$ cat config.mk
export PLATFORM = sky130hd
export DESIGN_NAME = i2c_slave_rx_dbuf
export DESIGN_NICKNAME = d
export VERILOG_FILES = /design/src/rtl/i2c_slave_rx_pkg.sv /design/src/rtl/i2c_slave_rx_linesync.sv /design/src/rtl/i2c_slave_rx_buffer.sv /design/src/rtl/i2c_slave_rx_ctrl.sv /design/src/rtl/i2c_slave_rx_dbuf.sv
export SDC_FILE = /design/constraint.sdc
export NUM_CORES = 1
export LEC_CHECK = 0
export BUFFER_PORTS_ARGS = -buffer_cell sky130_fd_sc_hd__buf_2
export CORE_MARGIN = 1
export CORE_UTILIZATION = 31
export DETAILED_ROUTE_END_ITERATION = 10
export GPL_TIMING_DRIVEN = 0
export HOLD_SLACK_MARGIN = 0.08
export PLACE_DENSITY_LB_ADDON = 0.15
export SYNTH_ARGS = -nofsm -noshare
export SYNTH_HDL_FRONTEND = slang
export SYNTH_SLANG_ARGS = --single-unit
$ cat constraint.sdc
create_clock -name clk -period 1.78 [get_ports clk]
set_clock_uncertainty 0.15 [all_clocks]
set_input_delay 0.089 -clock clk [delete_from_list [all_inputs] [get_ports clk]]
set_output_delay 0.089 -clock clk [all_outputs]
set_load 0.05 [all_outputs]
$ cat src/rtl/i2c_slave_rx_pkg.sv
package i2c_slave_rx_pkg;

  typedef enum logic [2:0] {
    ST_IDLE,
    ST_ADDR,
    ST_ADDR_ACK,
    ST_DATA,
    ST_HOLD,
    ST_SETUP,
    ST_DATA_ACK
  } rx_state_t;

  typedef struct packed {
    logic scl_hi;
    logic sda_hi;
    logic scl_rise;
    logic scl_fall;
    logic start;
    logic stop;
  } bus_ev_t;

endpackage

$ cat src/rtl/i2c_slave_rx_linesync.sv
module i2c_slave_rx_linesync
  import i2c_slave_rx_pkg::*;
#(
  parameter int STAGES = 2
) (
  input  logic    clk,
  input  logic    rst,
  input  logic    scl_in,
  input  logic    sda_in,
  output bus_ev_t ev
);

  localparam int LAST = STAGES - 1;

  logic [STAGES-1:0] scl_q;
  logic [STAGES-1:0] sda_q;
  logic              scl_d;
  logic              sda_d;

  // first stage takes the pin, later stages are generated
  always_ff @(posedge clk) begin
    if (rst) begin
      scl_q[0] <= 1'b1;
      sda_q[0] <= 1'b1;
    end else begin
      scl_q[0] <= scl_in;
      sda_q[0] <= sda_in;
    end
  end

  for (genvar g = 1; g < STAGES; g++) begin : g_sync
    always_ff @(posedge clk) begin
      if (rst) begin
        scl_q[g] <= 1'b1;
        sda_q[g] <= 1'b1;
      end else begin
        scl_q[g] <= scl_q[g-1];
        sda_q[g] <= sda_q[g-1];
      end
    end
  end

  always_ff @(posedge clk) begin
    if (rst) begin
      scl_d <= 1'b1;
      sda_d <= 1'b1;
    end else begin
      scl_d <= scl_q[LAST];
      sda_d <= sda_q[LAST];
    end
  end

  always_comb begin
    ev.scl_hi   = scl_q[LAST];
    ev.sda_hi   = sda_q[LAST];
    ev.scl_rise = scl_q[LAST] & ~scl_d;
    ev.scl_fall = ~scl_q[LAST] & scl_d;
    ev.start    = scl_q[LAST] & scl_d & sda_d & ~sda_q[LAST];
    ev.stop     = scl_q[LAST] & scl_d & ~sda_d & sda_q[LAST];
  end

endmodule

$ cat src/rtl/i2c_slave_rx_buffer.sv
module i2c_slave_rx_buffer #(
  parameter int W = 8
) (
  input  logic         clk,
  input  logic         rst,
  input  logic         load,
  input  logic [W-1:0] din,
  input  logic         rd,
  output logic [W-1:0] dout,
  output logic         full
);

  always_ff @(posedge clk) begin
    if (rst) begin
      dout <= '0;
      full <= 1'b0;
    end else begin
      if (load) begin
        dout <= din;
        full <= 1'b1;
      end else if (rd) begin
        full <= 1'b0;
      end
    end
  end

endmodule

$ cat src/rtl/i2c_slave_rx_ctrl.sv
module i2c_slave_rx_ctrl
  import i2c_slave_rx_pkg::*;
#(
  parameter int          DW        = 8,
  parameter int          AW        = 7,
  parameter logic [AW-1:0] MY_ADDR = '0,
  parameter int          SETUP_CYC = 4
) (
  input  logic          clk,
  input  logic          rst,
  input  bus_ev_t       ev,
  input  logic          buf_full,
  output logic          buf_load,
  output logic [DW-1:0] shreg,
  output logic          sda_oe,
  output logic          scl_oe,
  output logic          overrun,
  output rx_state_t     state
);

  localparam int CW = $clog2(DW + 1);
  localparam int SW = $clog2(SETUP_CYC + 1);
  localparam logic [CW-1:0] ADDR_BITS = CW'(AW + 1);
  localparam logic [CW-1:0] DATA_BITS = CW'(DW);
  localparam logic [SW-1:0] SETUP_END = SW'(SETUP_CYC - 1);

  logic [CW-1:0] bit_cnt;
  logic [SW-1:0] setup_cnt;
  logic          addr_hit;

  assign addr_hit = (shreg[AW:1] == MY_ADDR) && !shreg[0];

  always_ff @(posedge clk) begin
    if (rst) begin
      state     <= ST_IDLE;
      bit_cnt   <= '0;
      setup_cnt <= '0;
      shreg     <= '0;
      sda_oe    <= 1'b0;
      scl_oe    <= 1'b0;
      overrun   <= 1'b0;
      buf_load  <= 1'b0;
    end else begin
      buf_load <= 1'b0;
      if (ev.start) begin
        state   <= ST_ADDR;
        bit_cnt <= '0;
        sda_oe  <= 1'b0;
        scl_oe  <= 1'b0;
        overrun <= 1'b0;
      end else if (ev.stop) begin
        if (state == ST_DATA && bit_cnt == DATA_BITS && buf_full)
          overrun <= 1'b1;
        state  <= ST_IDLE;
        sda_oe <= 1'b0;
        scl_oe <= 1'b0;
      end else begin
        unique case (state)
          ST_IDLE: ;
          ST_ADDR: begin
            if (ev.scl_rise && bit_cnt < ADDR_BITS) begin
              shreg   <= {shreg[DW-2:0], ev.sda_hi};
              bit_cnt <= bit_cnt + 1'b1;
            end else if (ev.scl_fall && bit_cnt == ADDR_BITS) begin
              if (addr_hit) begin
                sda_oe <= 1'b1;
                state  <= ST_ADDR_ACK;
              end else begin
                state  <= ST_IDLE;
              end
            end
          end
          ST_ADDR_ACK: begin
            if (ev.scl_fall) begin
              sda_oe  <= 1'b0;
              bit_cnt <= '0;
              state   <= ST_DATA;
            end
          end
          ST_DATA: begin
            if (ev.scl_rise && bit_cnt < DATA_BITS) begin
              shreg   <= {shreg[DW-2:0], ev.sda_hi};
              bit_cnt <= bit_cnt + 1'b1;
            end else if (ev.scl_fall && bit_cnt == DATA_BITS) begin
              if (buf_full) begin
                scl_oe <= 1'b1;
                state  <= ST_HOLD;
              end else begin
                buf_load <= 1'b1;
                sda_oe   <= 1'b1;
                state    <= ST_DATA_ACK;
              end
            end
          end
          ST_HOLD: begin
            if (!buf_full) begin
              buf_load  <= 1'b1;
              sda_oe    <= 1'b1;
              setup_cnt <= '0;
              state     <= ST_SETUP;
            end
          end
          ST_SETUP: begin
            if (setup_cnt == SETUP_END) begin
              scl_oe <= 1'b0;
              state  <= ST_DATA_ACK;
            end else begin
              setup_cnt <= setup_cnt + 1'b1;
            end
          end
          ST_DATA_ACK: begin
            if (ev.scl_fall) begin
              sda_oe  <= 1'b0;
              bit_cnt <= '0;
              state   <= ST_DATA;
            end
          end
          default: state <= ST_IDLE;
        endcase
      end
    end
  end

endmodule

$ cat src/rtl/i2c_slave_rx_dbuf.sv
module i2c_slave_rx_dbuf
  import i2c_slave_rx_pkg::*;
#(
  parameter int              DATA_W      = 8,
  parameter int              ADDR_W      = 7,
  parameter logic [ADDR_W-1:0] SLAVE_ADDR = 7'h52,
  parameter int              SYNC_STAGES = 2,
  parameter int              SETUP_CYC   = 4
) (
  input  logic              clk,
  input  logic              rst,
  input  logic              scl_in,
  input  logic              sda_in,
  output logic              scl_oe,
  output logic              sda_oe,
  input  logic              rd_strobe,
  output logic [DATA_W-1:0] rx_data,
  output logic              rx_ready,
  output logic              scl_low,
  output logic              overrun
);

  bus_ev_t           ev;
  rx_state_t         state;
  logic              buf_load;
  logic [DATA_W-1:0] shreg;
  logic              scl_lvl;
  logic              stop_det;
  logic              in_idle;

  i2c_slave_rx_linesync #(
    .STAGES (SYNC_STAGES)
  ) u_sync (
    .clk    (clk),
    .rst    (rst),
    .scl_in (scl_in),
    .sda_in (sda_in),
    .ev     (ev)
  );

  i2c_slave_rx_ctrl #(
    .DW        (DATA_W),
    .AW        (ADDR_W),
    .MY_ADDR   (SLAVE_ADDR),
    .SETUP_CYC (SETUP_CYC)
  ) u_ctrl (
    .clk      (clk),
    .rst      (rst),
    .ev       (ev),
    .buf_full (rx_ready),
    .buf_load (buf_load),
    .shreg    (shreg),
    .sda_oe   (sda_oe),
    .scl_oe   (scl_oe),
    .overrun  (overrun),
    .state    (state)
  );

  i2c_slave_rx_buffer #(
    .W (DATA_W)
  ) u_buf (
    .clk  (clk),
    .rst  (rst),
    .load (buf_load),
    .din  (shreg),
    .rd   (rd_strobe),
    .dout (rx_data),
    .full (rx_ready)
  );

  assign scl_lvl  = ev.scl_hi;
  assign scl_low  = ~ev.scl_hi;
  assign stop_det = ev.stop;
  assign in_idle  = (state == ST_IDLE);

endmodule

==> results by group, run 1 <==
Pwr
  – VDD IR-drop max: 458.7 uV
  – Leakage dissipation: roughly 0.85 nW
  – Power Dens Cells: about 760 nW/um^2

Synthesis
  – Yosys warns: 0
  – Top post-synthesis cells by area: dfxtp_1 43%, mux2i_1 10%, nor2_1 6.5%
  – EDFF count, synth: 0
  – Syn_nets: 191
  – Area leader, netlist: dfxtp_1
  – Synth Flop Type: dfxtp_1
  – FF+latch count, synth: 37
  – Async S/R FF share, synth: 0%
  – Top-area cell type share of the netlist area: between 40% and 50%
  – Gate Count Post-Synth: 182
  – Avg Synthesized Cell Area: about 9.5 sq um
  – Seq/Total Area, Yosys: about 43%
  – Synth cell types: 48
  – Synthesized area: approximately 1700 sq um

Clock tree
  – CTS tree: yes
  – Post-CTS setup buffer count: 0
  – Clk slew on worst S/H paths: 0.07 ns
  – H-tree depth: 2
  – Cts bufs inserted: 5
  – Root Driver: clkbuf_8
  – Worst-Skew Late Latency: about 0.3 ns
  – # clock sinks: 37
  – Clock buffer depth: 2

Placement
  – Gp weighted congestion: approximately 0.82
  – Final HPWL DP: between 2000 and 3000 microns
  – Port bufs: 17
  – Pre-CTS WS: 0.1406 ns
  – Dpl cells: ~270

Global route
  – First-pass GRT wire length: between 6000 and 7000 microns
  – Pin count of the biggest net entering global routing: 14
  – GR Overflow Total: 0
  – Antenna violations before repair: 0
  – All-Layer GR Usage: ~14%
  – Vias in the first global route: roughly 1200

Final layout
  – Non-filler cells, final: roughly 280
  – Synth-to-Final Area Change: 19.25%
  – Commonest non-fill, non-tap cell in the layout: dfxtp_1
  – Fill cells: roughly 560
  – Diode count: 0
  – Layout cells sized above 1: approximately a quarter
  – Nets: roughly 220
  – Most frequent cells in the layout: 37 x dfxtp_1, 30 x nor2_1, 20 x buf_2
  – Seq. cell area: roughly 740 sq um
  – Area occupied by multi-input gates: about 900 sq um
  – Final Core Density: approximately two fifths

STA
  – Slew Limit Headroom: slightly below 60%
  – Final period utilization: 94.62%
  – Hold slack: about 0.26 ns
  – RSZ-0062 raised after global routing: no
  – Final hold vios: 0
  – Setup Viol. Count Final: 0
  – Sum Neg Setup Slack: 0 ns
  – Fin. max-slew vios: 0
  – Final min period: 1.684 ns
  – Worst slew pin tran: ~0.64 ns
  – Maximum clock frequency: ~590 MHz
  – Worst setup margin: 0.09576 ns

Detailed routing
  – Routed Antenna Nets: 0
  – Met1 Routed Length: 1951 microns
  – Met2 wire len: between 1500 and 2000 microns
  – Via density: slightly below 5
  – Drt pass-1 iters: 4
  – Top Layer Used: met4
  – DRC violation count after routing: 0
  – DR WL/cell: between 10 and 15 microns
  – Via count: 1360
  – Initial detailed-routing violation count: approximately 80
  – Drt total wl: 3807 microns
  – Metal3 WL: between 100 and 150 microns

Die
  – Initial Utilization: between 30% and 40%
  – Chip width: 76.69 microns
  – Core Area: between 5000 and 6000 sq um
  – Die area: slightly below 6000 sq um
  – Row Count: 26
  – Num ports: 18
  – Die Height: between 70 and 80 microns

Worst setup path
  – WP data required: roughly 1.8 ns
  – Worst setup endpoint: u_ctrl.sda_oe$_SDFFE_PP0P_
  – Worst setup EP type: register
  – R2R cell count: 5
  – Slowest stage delay, CP: 0.37 ns
  – Buf+Inv Stages, Crit Path: 1
  – Crit path from: u_sync.ev[5]$_SDFF_PP1_
  – Family with the most delay on the worst path: compound AO/OA/AOI/OAI gates
  – CP Class: reg2reg
  – Critical path fanouts, max: 10
  – WP data arrival: approximately 1.7 ns
  – Reg2Reg Capture Point: u_ctrl.sda_oe$_SDFFE_PP0P_
  – Crit path cell chain: buf_4 > and2_1 > a21o_1 > and4b_1 > a22o_1
  – Critical R2R Launch: u_sync.ev[5]$_SDFF_PP1_
  – Critical-path top delay cell: dfxtp_1
  – R2R setup slack: between 0.09 and 0.1 ns
  – Levels on crit path: 5
  – Startpoint Class: register

Hold path
  – Hold WC Path Type: reg2reg

Run
  – # Max-Cap Violations: 0

Run status
  – Outcome: finished, final reports clean
synthesized netlist by cell type (all sizes together) (4+ instances only):
| cell | count |
|---|---|
| nand2 | 5 |
| nor2 | 30 |
| nand3 | 8 |
| a21oi | 6 |
| or2 | 6 |
| buf | 7 |
| inv | 9 |
| mux2i | 18 |
| dfxtp | 37 |
| clkbuf | 4 |
| ha | 4 |
final cells by class:
cell class / instances / share of cell area, %
multi-input combinational: 125 / 44.60
sequential: 37 / 35.92
timing repair buffer: 21 / 6.068
tap: 70 / 4.248
clock buffer: 5 / 3.337
buffer: 11 / 3.095
inverter: 9 / 1.638
clock inverter: 3 / 1.092
layer usage:
metal | vias to the layer above | GRT usage [%]
li1 | 697 | -
met1 | 637 | 18.51
met2 | 20 | 20.89
met3 | 6 | 5.476
met4 | 0 | 5.192
met5 | - | 0
sequential cells by signal, summed over array words and instances, names as in the netlist:
signal	count
u_ctrl.shreg	8
u_sync.ev	2
u_sync.scl_q	1
u_ctrl.sda_oe	1
u_sync.scl_d	1
u_ctrl.bit_cnt	4
u_ctrl.buf_load	1
u_sync.sda_d	1
u_ctrl.setup_cnt	3
u_ctrl.scl_oe	1
u_buf.dout	8
u_ctrl.overrun	1
u_ctrl.state	3
u_buf.full	1
u_sync.sda_q	1
where the power goes:
group | internal (mW) | switching, mW
combinational | 0.0566 | 0.0806
sequential | 0.837 | 0.00935
clock | 0.277 | 0.316
total | 1.17 | 0.406
worst min path at each step:
stage | slack [ns] | startpoint | cells past startpoint | endpoint
2_1_floorplan | 0.04 | scl_in | 1 | u_sync.scl_q[0]$_SDFF_PP1_
3_3_place_gp | 0.12 | scl_in | 2 | u_sync.scl_q[0]$_SDFF_PP1_
3_5_place_dp | 0.13 | scl_in | 2 | u_sync.scl_q[0]$_SDFF_PP1_
4_1_cts | 0.26 | u_sync.scl_q[0]$_SDFF_PP1_ | 1 | u_sync.ev[5]$_SDFF_PP1_
5_1_grt | 0.29 | u_sync.scl_q[0]$_SDFF_PP1_ | 1 | u_sync.ev[5]$_SDFF_PP1_
6_report | 0.26 | u_sync.scl_q[0]$_SDFF_PP1_ | 1 | u_sync.ev[5]$_SDFF_PP1_
stage by stage:
stage | total power, mW | instance area (sq um)
after global routing | 1.660 | 2062
after floorplan | 0.9611 | 1729
after detailed placement | 0.9901 | 1902
after CTS | 1.598 | 2033
after global placement | 0.9909 | 1902
final | 1.577 | 2062
kinds of logic (layout without fill, tap and decap cells):
family / after synthesis / in the layout / synth area share (%)
flops: 37 / 37 / 42.84
buf+inv: 20 / 49 / 5.643
simple gates: 70 / 70 / 22.50
fa+ha+maj: 4 / 4 / 2.894
xor+xnor: 3 / 3 / 1.520
compound gates: 30 / 30 / 14.18
mux: 18 / 18 / 10.42
repair_timing:
action	4_1_cts	5_1_grt
setup endpoints to repair	0	3
hold endpoints to repair	8	0
gates resized for setup	0	6
hold buffers	4	0
No activity file was read; power rests on OpenSTA's default activity.
==> run 2: changes to the inputs <==
Settings changed: ABC_AREA set to 1.
==> run 2 against run 1 <==
Combinational power increased by 4%. Synthesized area shrank 6.5%. Setup slack gained 0.014 ns. First-iteration DRC count shrank 3.7%. Via count is 6.6% higher. Total power is 0.81% lower. Synthesized cell count up 20%. Critical path type unchanged. Design area is 3.8% lower.
==> results by group, run 2 <==
Die
  – Chip width: 74.21 microns (-3.2%)
  – Num ports: 18 (unchanged)
  – Initial Utilization: 33.13% (+0.11 points)
  – Die Height: 74.21 microns (-3.2%)
  – Row Count: 25 (-3.8%)
  – Core Area: 4880 sq um (-6.8%)
  – Die area: 5507 sq um (-6.4%)

Clock tree
  – Clk slew on worst S/H paths: 0.07 ns (about the same)
  – Worst-Skew Late Latency: 0.29 ns (about the same)
  – # clock sinks: 37 (unchanged)
  – Root Driver: clkbuf_8
  – Cts bufs inserted: 5 (unchanged)
  – CTS tree: yes
  – H-tree depth: 2 (unchanged)
  – Clock buffer depth: 2 (unchanged)

Run status
  – Outcome: finished, final reports clean

STA
  – Final hold vios: 0 (unchanged)
  – Setup Viol. Count Final: 0 (unchanged)
  – Slew Limit Headroom: 69.10% (+11 points)
  – Hold slack: 0.2619 ns (+0.001490 ns)
  – Worst slew pin tran: 0.4635 ns (-0.1716 ns)
  – Final min period: 1.670 ns (-0.01402 ns)
  – Final period utilization: 93.83% (-0.79 points)
  – RSZ-0062 raised after global routing: yes
  – Fin. max-slew vios: 0 (unchanged)
  – Maximum clock frequency: 598.7 MHz (+0.84%)

Global route
  – Grt met2 use: 20.51% (-0.39 points)
  – Met1 GRT Util: 21.62% (+3.1 points)
  – Antenna violations before repair: 0 (unchanged)
  – Pin count of the biggest net entering global routing: 13 (-1)
  – GR Overflow Total: 0 (unchanged)
  – First-pass GRT wire length: 6154 microns (-1.9%)
  – Vias in the first global route: 1311 (+6.2%)
  – GR Layer Usage met3: 4.201% (-1.3 points)
  – All-Layer GR Usage: 15.00% (+0.85 points)
  – GRT Max-Usage Layer: met1

Synthesis
  – Synthesized area: 1617 sq um (-6.5%)
  – FF+latch count, synth: 37 (unchanged)
  – Most common library cells after synthesis: 37 x dfxtp_1, 36 x nand2_1, 31 x a21oi_1, 31 x inv_1, 23 x o21ai_0
  – Area leader, netlist: dfxtp_1
  – Top post-synthesis cells by area: dfxtp_1 46%, a21oi_1 9.6%, nand2_1 8.4%
  – Synth Flop Type: dfxtp_1
  – Seq/Total Area, Yosys: 45.82% (+3.0 points)
  – EDFF count, synth: 0 (unchanged)
  – Top-area cell type share of the netlist area: 45.82% (+3.0 points)
  – Async S/R FF share, synth: 0% (unchanged)
  – Syn_nets: 228 (+19%)
  – Yosys warns: 0 (unchanged)
  – Synth cell types: 23 (-52%)
  – Avg Synthesized Cell Area: 7.382 sq um (-22%)
  – Top-count cell post-synth: dfxtp_1
  – Gate Count Post-Synth: 219 (+20%)

Pwr
  – P_int: 1.161 mW (-0.81%)
  – Combinational share of power: 9.1% (+0.4 points)
  – Leakage dissipation: 0.8598 nW (+1.4%)
  – Clock Power Share: 36.4% (-1.2 points)
  – Power Dens Cells: 788.2 nW/um^2 (+3.1%)
  – Sequential share of power: 54.6% (+0.9 points)
  – VDD IR-drop max: 443.8 uV (-3.2%)
  – Sw Share: 25.76% (about the same)
  – Net Switching: 403.0 uW (-0.79%)
  – Final Power: 1.564 mW (-0.81%)

Final layout
  – Top flop regs: u_buf.dout x8, u_ctrl.shreg x8, u_ctrl.bit_cnt x4
  – Diode count: 0 (unchanged)
  – Nets: 259 (+18%)
  – Area occupied by multi-input gates: 767.0 sq um (-17%)
  – Synth-to-Final Area Change: 22.76%
  – Fill cells: 530 (-4.5%)
  – Layout cells sized above 1: 21.91% (-2.7 points)
  – Most frequent cells in the layout: 36 x dfxtp_1, 33 x nand2_1, 29 x inv_1, 29 x a21oi_1, 23 x o21ai_0
  – Seq. cell area: 742.0 sq um (+0.17%)
  – Commonest non-fill, non-tap cell in the layout: dfxtp_1

Worst setup path
  – Crit path from: u_ctrl.bit_cnt[0]$_SDFFE_PP0P_
  – Startpoint Class: register
  – Reg2Reg Capture Point: u_ctrl.state[0]$_SDFFE_PP0P_
  – Worst setup EP type: register
  – R2R cell count: 11 (+6)
  – Critical R2R Launch: u_ctrl.bit_cnt[0]$_SDFFE_PP0P_
  – Critical path fanouts, max: 4 (-6)
  – CP Class: reg2reg
  – R2R setup slack: 0.11 ns (about the same)
  – Worst setup endpoint: u_ctrl.state[0]$_SDFFE_PP0P_
  – WP data arrival: 1.71 ns (-0.02 ns)
  – WP data required: 1.82 ns (about the same)

Placement
  – Final HPWL DP: 2556 microns (-3.6%)
  – Gp weighted congestion: 0.8532 (+4.2%)
  – Port bufs: 16 (-1)

Detailed routing
  – Drt pass-1 iters: 4 (unchanged)
  – DRC violation count after routing: 0 (unchanged)
  – DR WL/cell: 11.06 microns (-18%)
  – Initial detailed-routing violation count: 79 (-3.7%)
  – Via density: 4.560 (-5.8%)
  – Via count: 1450 (+6.6%)
  – Routed Antenna Nets: 0 (unchanged)
  – Drt total wl: 3517 microns (-7.6%)

Run
  – # Max-Cap Violations: 0 (unchanged)

Hold path
  – Hold WC Path Type: reg2reg
[run 2: changes by cell type after synthesis, sizes merged, moves of 9 or more]
| cell | delta |
|---|---|
| o21ai | +21 |
| nand2 | +34 |
| mux2i | -18 |
| nor2 | -9 |
| a21oi | +25 |
| inv | +23 |
[run 2: logic make-up (layout without fill, tap and decap cells)]
family / Yosys count / count (layout) / synth area share [%]
AND/OR/NAND/NOR: 83 / 83 / 23.30
flip-flops: 37 / 37 / 45.82
adder cells (fa/ha/maj): 4 / 4 / 3.096
buffers and inverters: 38 / 70 / 9.364
XOR/XNOR: 1 / 1 / 0.5419
AO/OA/AOI/OAI: 56 / 56 / 17.88
[run 2: timing repair]
item	4_1_cts	5_1_grt
endpoints found under the setup margin	3	16
pin swaps	0	3
endpoints found under the hold margin	3	0
resized for setup	2	11
setup buffers	0	4
hold buffers	4	0
[run 2: through the flow]
| stage | setup TNS (ns) | utilization [%] | instance area, sq um | std cells | worst slack, ns |
|---|---|---|---|---|---|
| detailed placement | -0.08614 | 36.56 | 1784 | 302 | -0.08092 |
| global route | -0.1202 | 40.67 | 1984 | 318 | -0.03943 |
| global placement | -0.1147 | 36.56 | 1784 | 302 | -0.08602 |
| floorplan | 0 | - | 1620 | 219 | 0.1031 |
| finish | 0 | 40.67 | 1984 | 318 | 0.1098 |
| CTS | 0 | 39.28 | 1917 | 314 | 0.02373 |
[run 2: worst min path at each step]
stage / startpoint / to / slack [ns] / cells after the start
2_1_floorplan: scl_in / u_sync.scl_q[0]$_SDFF_PP1_ / 0.04 / 1
3_3_place_gp: scl_in / u_sync.scl_q[0]$_SDFF_PP1_ / 0.12 / 2
3_5_place_dp: scl_in / u_sync.scl_q[0]$_SDFF_PP1_ / 0.13 / 2
4_1_cts: u_sync.scl_q[0]$_SDFF_PP1_ / u_sync.ev[5]$_SDFF_PP1_ / 0.27 / 1
5_1_grt: u_sync.sda_q[0]$_SDFF_PP1_ / u_sync.ev[4]$_SDFF_PP1_ / 0.28 / 1
6_report: u_sync.sda_q[0]$_SDFF_PP1_ / u_sync.ev[4]$_SDFF_PP1_ / 0.26 / 1
[run 2: area by class of cell]
cell class	instances	share of cell area, %
inverter	32	6.242
multi-input combinational	144	38.65
buffer	6	1.576
tap	67	4.224
clock buffer	5	3.468
clock inverter	3	0.8827
timing repair buffer	24	7.566
sequential	37	37.39
[run 2: routing by layer]
layer  vias to the layer above  part of all wire (%)  wire length (microns)
li1                        777                     -                      -
met1                       642                    56                   1952
met5                         -                     0                      0
met3                         6                   4.0                    142
met2                        25                    39                   1357
met4                         0                   1.8                     65
[run 2: critical path, stage by stage, from the launching register on]
cell and delay (ns):
dfxtp_1 0.33, inv_2 0.07, ha_1 0.14, nand2_1 0.08
nor2_4 0.15, nand2_2 0.09, nand2_1 0.08, nand2_2 0.07
nor2_4 0.13, nand2_2 0.09, a21oi_2 0.13, nor2_1 0.05
[run 2: power by group through the flow]
| stage | Sequential, mW | Clock [mW] | Combinational [mW] |
|---|---|---|---|
| after floorplan | 0.880 | 0 | 0.0893 |
| after global placement | 0.872 | 0 | 0.128 |
| after detailed placement | 0.873 | 0 | 0.127 |
| after CTS | 0.853 | 0.592 | 0.134 |
| after global routing | 0.856 | 0.631 | 0.161 |
| final | 0.853 | 0.569 | 0.142 |
==> run 3: changes to the inputs <==
Settings changed: CORE_MARGIN 1 to 4, PLACE_DENSITY_LB_ADDON 0.15 to unset.
==> run 3 against run 2 <==
Clock power is 31% higher. Combinational power hardly changed. Cell count rose by 0.94%. Design area is 0.95% higher. Fmax fell by 0.90%. Register-to-register slack got worse by 0.02 ns. Worst hold slack gained 0.0067 ns. Flip-flop and latch count stayed put. First-iteration DRC count is 48% higher. Die area rose by 17%. Critical path type unchanged. Largest cell class unchanged. Largest power group unchanged.
==> results by group, run 3 (synthesized netlist as in run 2, its figures left out) <==
Global route
  – GR Overflow Total: 0 (unchanged)
  – Vias in the first global route: 1348 (+2.8%)
  – Antenna violations before repair: 0 (unchanged)
  – All-Layer GR Usage: 12.32% (-2.7 points)
  – Pin count of the biggest net entering global routing: 14 (+1)
  – First-pass GRT wire length: 6120 microns (-0.55%)

Worst setup path
  – R2R setup slack: 0.09 ns (-0.02 ns)
  – Startpoint Class: register
  – WP data arrival: 1.73 ns (+0.02 ns)
  – WP data required: 1.82 ns (about the same)
  – R2R cell count: 11 (unchanged)
  – CP Class: reg2reg
  – Critical R2R Launch: u_ctrl.bit_cnt[0]$_SDFFE_PP0P_
  – Critical path fanouts, max: 4 (unchanged)
  – Worst setup EP type: register
  – Reg2Reg Capture Point: u_ctrl.state[0]$_SDFFE_PP0P_

STA
  – Fin. max-slew vios: 0 (unchanged)
  – RSZ-0062 raised after global routing: yes
  – Final period utilization: 94.69% (+0.86 points)
  – Sum Neg Setup Slack: 0 ns (unchanged)
  – Final hold vios: 0 (unchanged)
  – Maximum clock frequency: 593.3 MHz (-0.90%)
  – Worst slew pin tran: 0.4550 ns (-0.008507 ns)
  – Worst setup margin: 0.09453 ns (-0.01525 ns)
  – Slew Limit Headroom: 69.66% (+0.57 points)
  – Setup Viol. Count Final: 0 (unchanged)
  – Final min period: 1.685 ns (+0.01525 ns)

Hold path
  – Hold WC Path Type: reg2reg
  – Worst Hold Launch: u_sync.scl_q[0]$_SDFF_PP1_
  – Hold endpoint: u_sync.ev[5]$_SDFF_PP1_
  – Hold Path Stages: 1 (unchanged)

Detailed routing
  – DRC violation count after routing: 0 (unchanged)
  – Met1 Routed Length: 1678 microns (-14%)
  – Routed Antenna Nets: 0 (unchanged)
  – Initial detailed-routing violation count: 117 (+48%)
  – Metal3 WL: 130 microns (-8.5%)
  – Via density: 4.579 (+0.43%)
  – Met2 wire len: 1670 microns (+23%)
  – DR WL/cell: 11.12 microns (+0.50%)
  – Top Layer Used: met4
  – Drt total wl: 3568 microns (+1.5%)
  – Drt pass-1 iters: 4 (unchanged)
  – Via count: 1470 (+1.4%)

Clock tree
  – Worst-Skew Late Latency: 0.30 ns (about the same)
  – H-tree depth: 2 (unchanged)
  – CTS tree: yes
  – Root Driver: clkbuf_8
  – Cts bufs inserted: 5 (unchanged)
  – # clock sinks: 37 (unchanged)
  – Clk slew on worst S/H paths: 0.08 ns (about the same)
  – Clock buffer depth: 2 (unchanged)

Pwr
  – Sequential share of power: 49.2% (-5.4 points)
  – Leakage dissipation: 0.8688 nW (+1.1%)
  – Net Switching: 426.4 uW (+5.8%)
  – P_int: 1.310 mW (+13%)
  – Clock Power Share: 42.8% (+6.4 points)
  – VDD IR-drop max: 321.3 uV (-28%)
  – Power Dens Cells: 866.6 nW/um^2 (+9.9%)
  – Sw Share: 24.56% (-1.2 points)
  – Combinational share of power: 8.0% (-1.1 points)
  – Final Power: 1.736 mW (+11%)

Die
  – Die area: 6434 sq um (+17%)
  – Num ports: 18 (unchanged)
  – Chip width: 80.21 microns (+8.1%)
  – Core Area: 5075 sq um (+4.0%)
  – Initial Utilization: 31.85% (-1.3 points)
  – Die Height: 80.21 microns (+8.1%)
  – Row Count: 26 (+4.0%)

Placement
  – Gp weighted congestion: 0.8544 (+0.14%)
  – Final HPWL DP: 2503 microns (-2.1%)
  – Dpl cells: 305 (+0.99%)
  – Port bufs: 16 (unchanged)
  – Pre-CTS WS: -0.07656 ns (+0.004368 ns)

Run
  – # Max-Cap Violations: 0 (unchanged)

Final layout
  – Synth-to-Final Area Change: 23.92%
  – Final Core Density: 39.47% (-1.2 points)
  – Layout cells sized above 1: 19.92% (-2.0 points)
  – Top flop regs: u_buf.dout x8, u_ctrl.shreg x8, u_ctrl.bit_cnt x4
  – Most frequent cells in the layout: 36 x dfxtp_1, 35 x nand2_1, 30 x inv_1, 30 x a21oi_1, 23 x o21ai_0
  – Diode count: 0 (unchanged)
  – Nets: 259 (unchanged)
  – Non-filler cells, final: 321 (+0.94%)
  – Commonest non-fill, non-tap cell in the layout: dfxtp_1

Run status
  – Outcome: finished, final reports clean
-- run 3: worst max-delay path, cell delays in order (launching register included) --
cell and delay (ns):
dfxtp_1 0.33, inv_1 0.09, ha_1 0.15, nand2_1 0.08, nor2_4 0.12, nand2_2 0.09
nand2_1 0.06, nand2_1 0.09, nor2_4 0.12, nand2_2 0.09, a21oi_1 0.14, nor2_1 0.06
-- run 3: routing by layer --
layer	up-vias	GRT usage [%]
met5	-	0
met4	0	6.588
met3	6	3.139
met1	666	15.41
li1	770	-
met2	28	19.29
-- run 3: area by class of cell --
| cell class | count | area (sq um) |
|---|---|---|
| inverters | 32 | 123.9 |
| fillers | 565 | 3072 |
| multi-input cells | 144 | 753.2 |
| clock inverters | 3 | 46.29 |
| clock buffers | 5 | 68.82 |
| repair buffers | 24 | 150.1 |
| flip-flops and latches | 37 | 742.0 |
| well taps | 70 | 87.58 |
| plain buffers | 6 | 31.28 |
-- run 3: power groups by stage --
| stage | Sequential, mW | Combinational [mW] | Clock, mW |
|---|---|---|---|
| finish | 0.853 | 0.139 | 0.744 |
| global route | 0.855 | 0.154 | 0.794 |
| floorplan | 0.880 | 0.0893 | 0 |
| CTS | 0.853 | 0.134 | 0.763 |
| detailed placement | 0.873 | 0.126 | 0 |
| global placement | 0.873 | 0.125 | 0 |
-- run 3: per-stage QoR --
| stage | area (sq um) | hold slack, ns |
|---|---|---|
| 2_1_floorplan | 1620 | 0.04281 |
| 3_3_place_gp | 1788 | 0.1205 |
| 3_5_place_dp | 1788 | 0.1239 |
| 4_1_cts | 1949 | 0.2674 |
| 5_1_grt | 2003 | 0.2804 |
| 6_report | 2003 | 0.2686 |
-- run 3: timing repair --
action	in CTS	in global routing
hold endpoints to repair	3	0
pin swaps	0	1
hold buffers	4	0
resized for setup	2	6
buffers inserted	0	4
setup endpoints to repair	3	13
-- run 3: worst max path at each step --
stage	startpoint	to	slack (ns)	cells past startpoint
after floorplan	u_sync.ev[5]$_SDFF_PP1_	u_ctrl.shreg[7]$_SDFFE_PP0P_	0.10	6
after global routing	u_ctrl.bit_cnt[0]$_SDFFE_PP0P_	u_ctrl.state[0]$_SDFFE_PP0P_	-0.03	11
final	u_ctrl.bit_cnt[0]$_SDFFE_PP0P_	u_ctrl.state[0]$_SDFFE_PP0P_	0.09	11
after detailed placement	u_ctrl.bit_cnt[0]$_SDFFE_PP0P_	u_ctrl.state[0]$_SDFFE_PP0P_	-0.08	9
after global placement	u_ctrl.bit_cnt[0]$_SDFFE_PP0P_	u_ctrl.state[0]$_SDFFE_PP0P_	-0.08	9
after CTS	u_ctrl.bit_cnt[0]$_SDFFE_PP0P_	u_ctrl.state[0]$_SDFFE_PP0P_	0.02	11
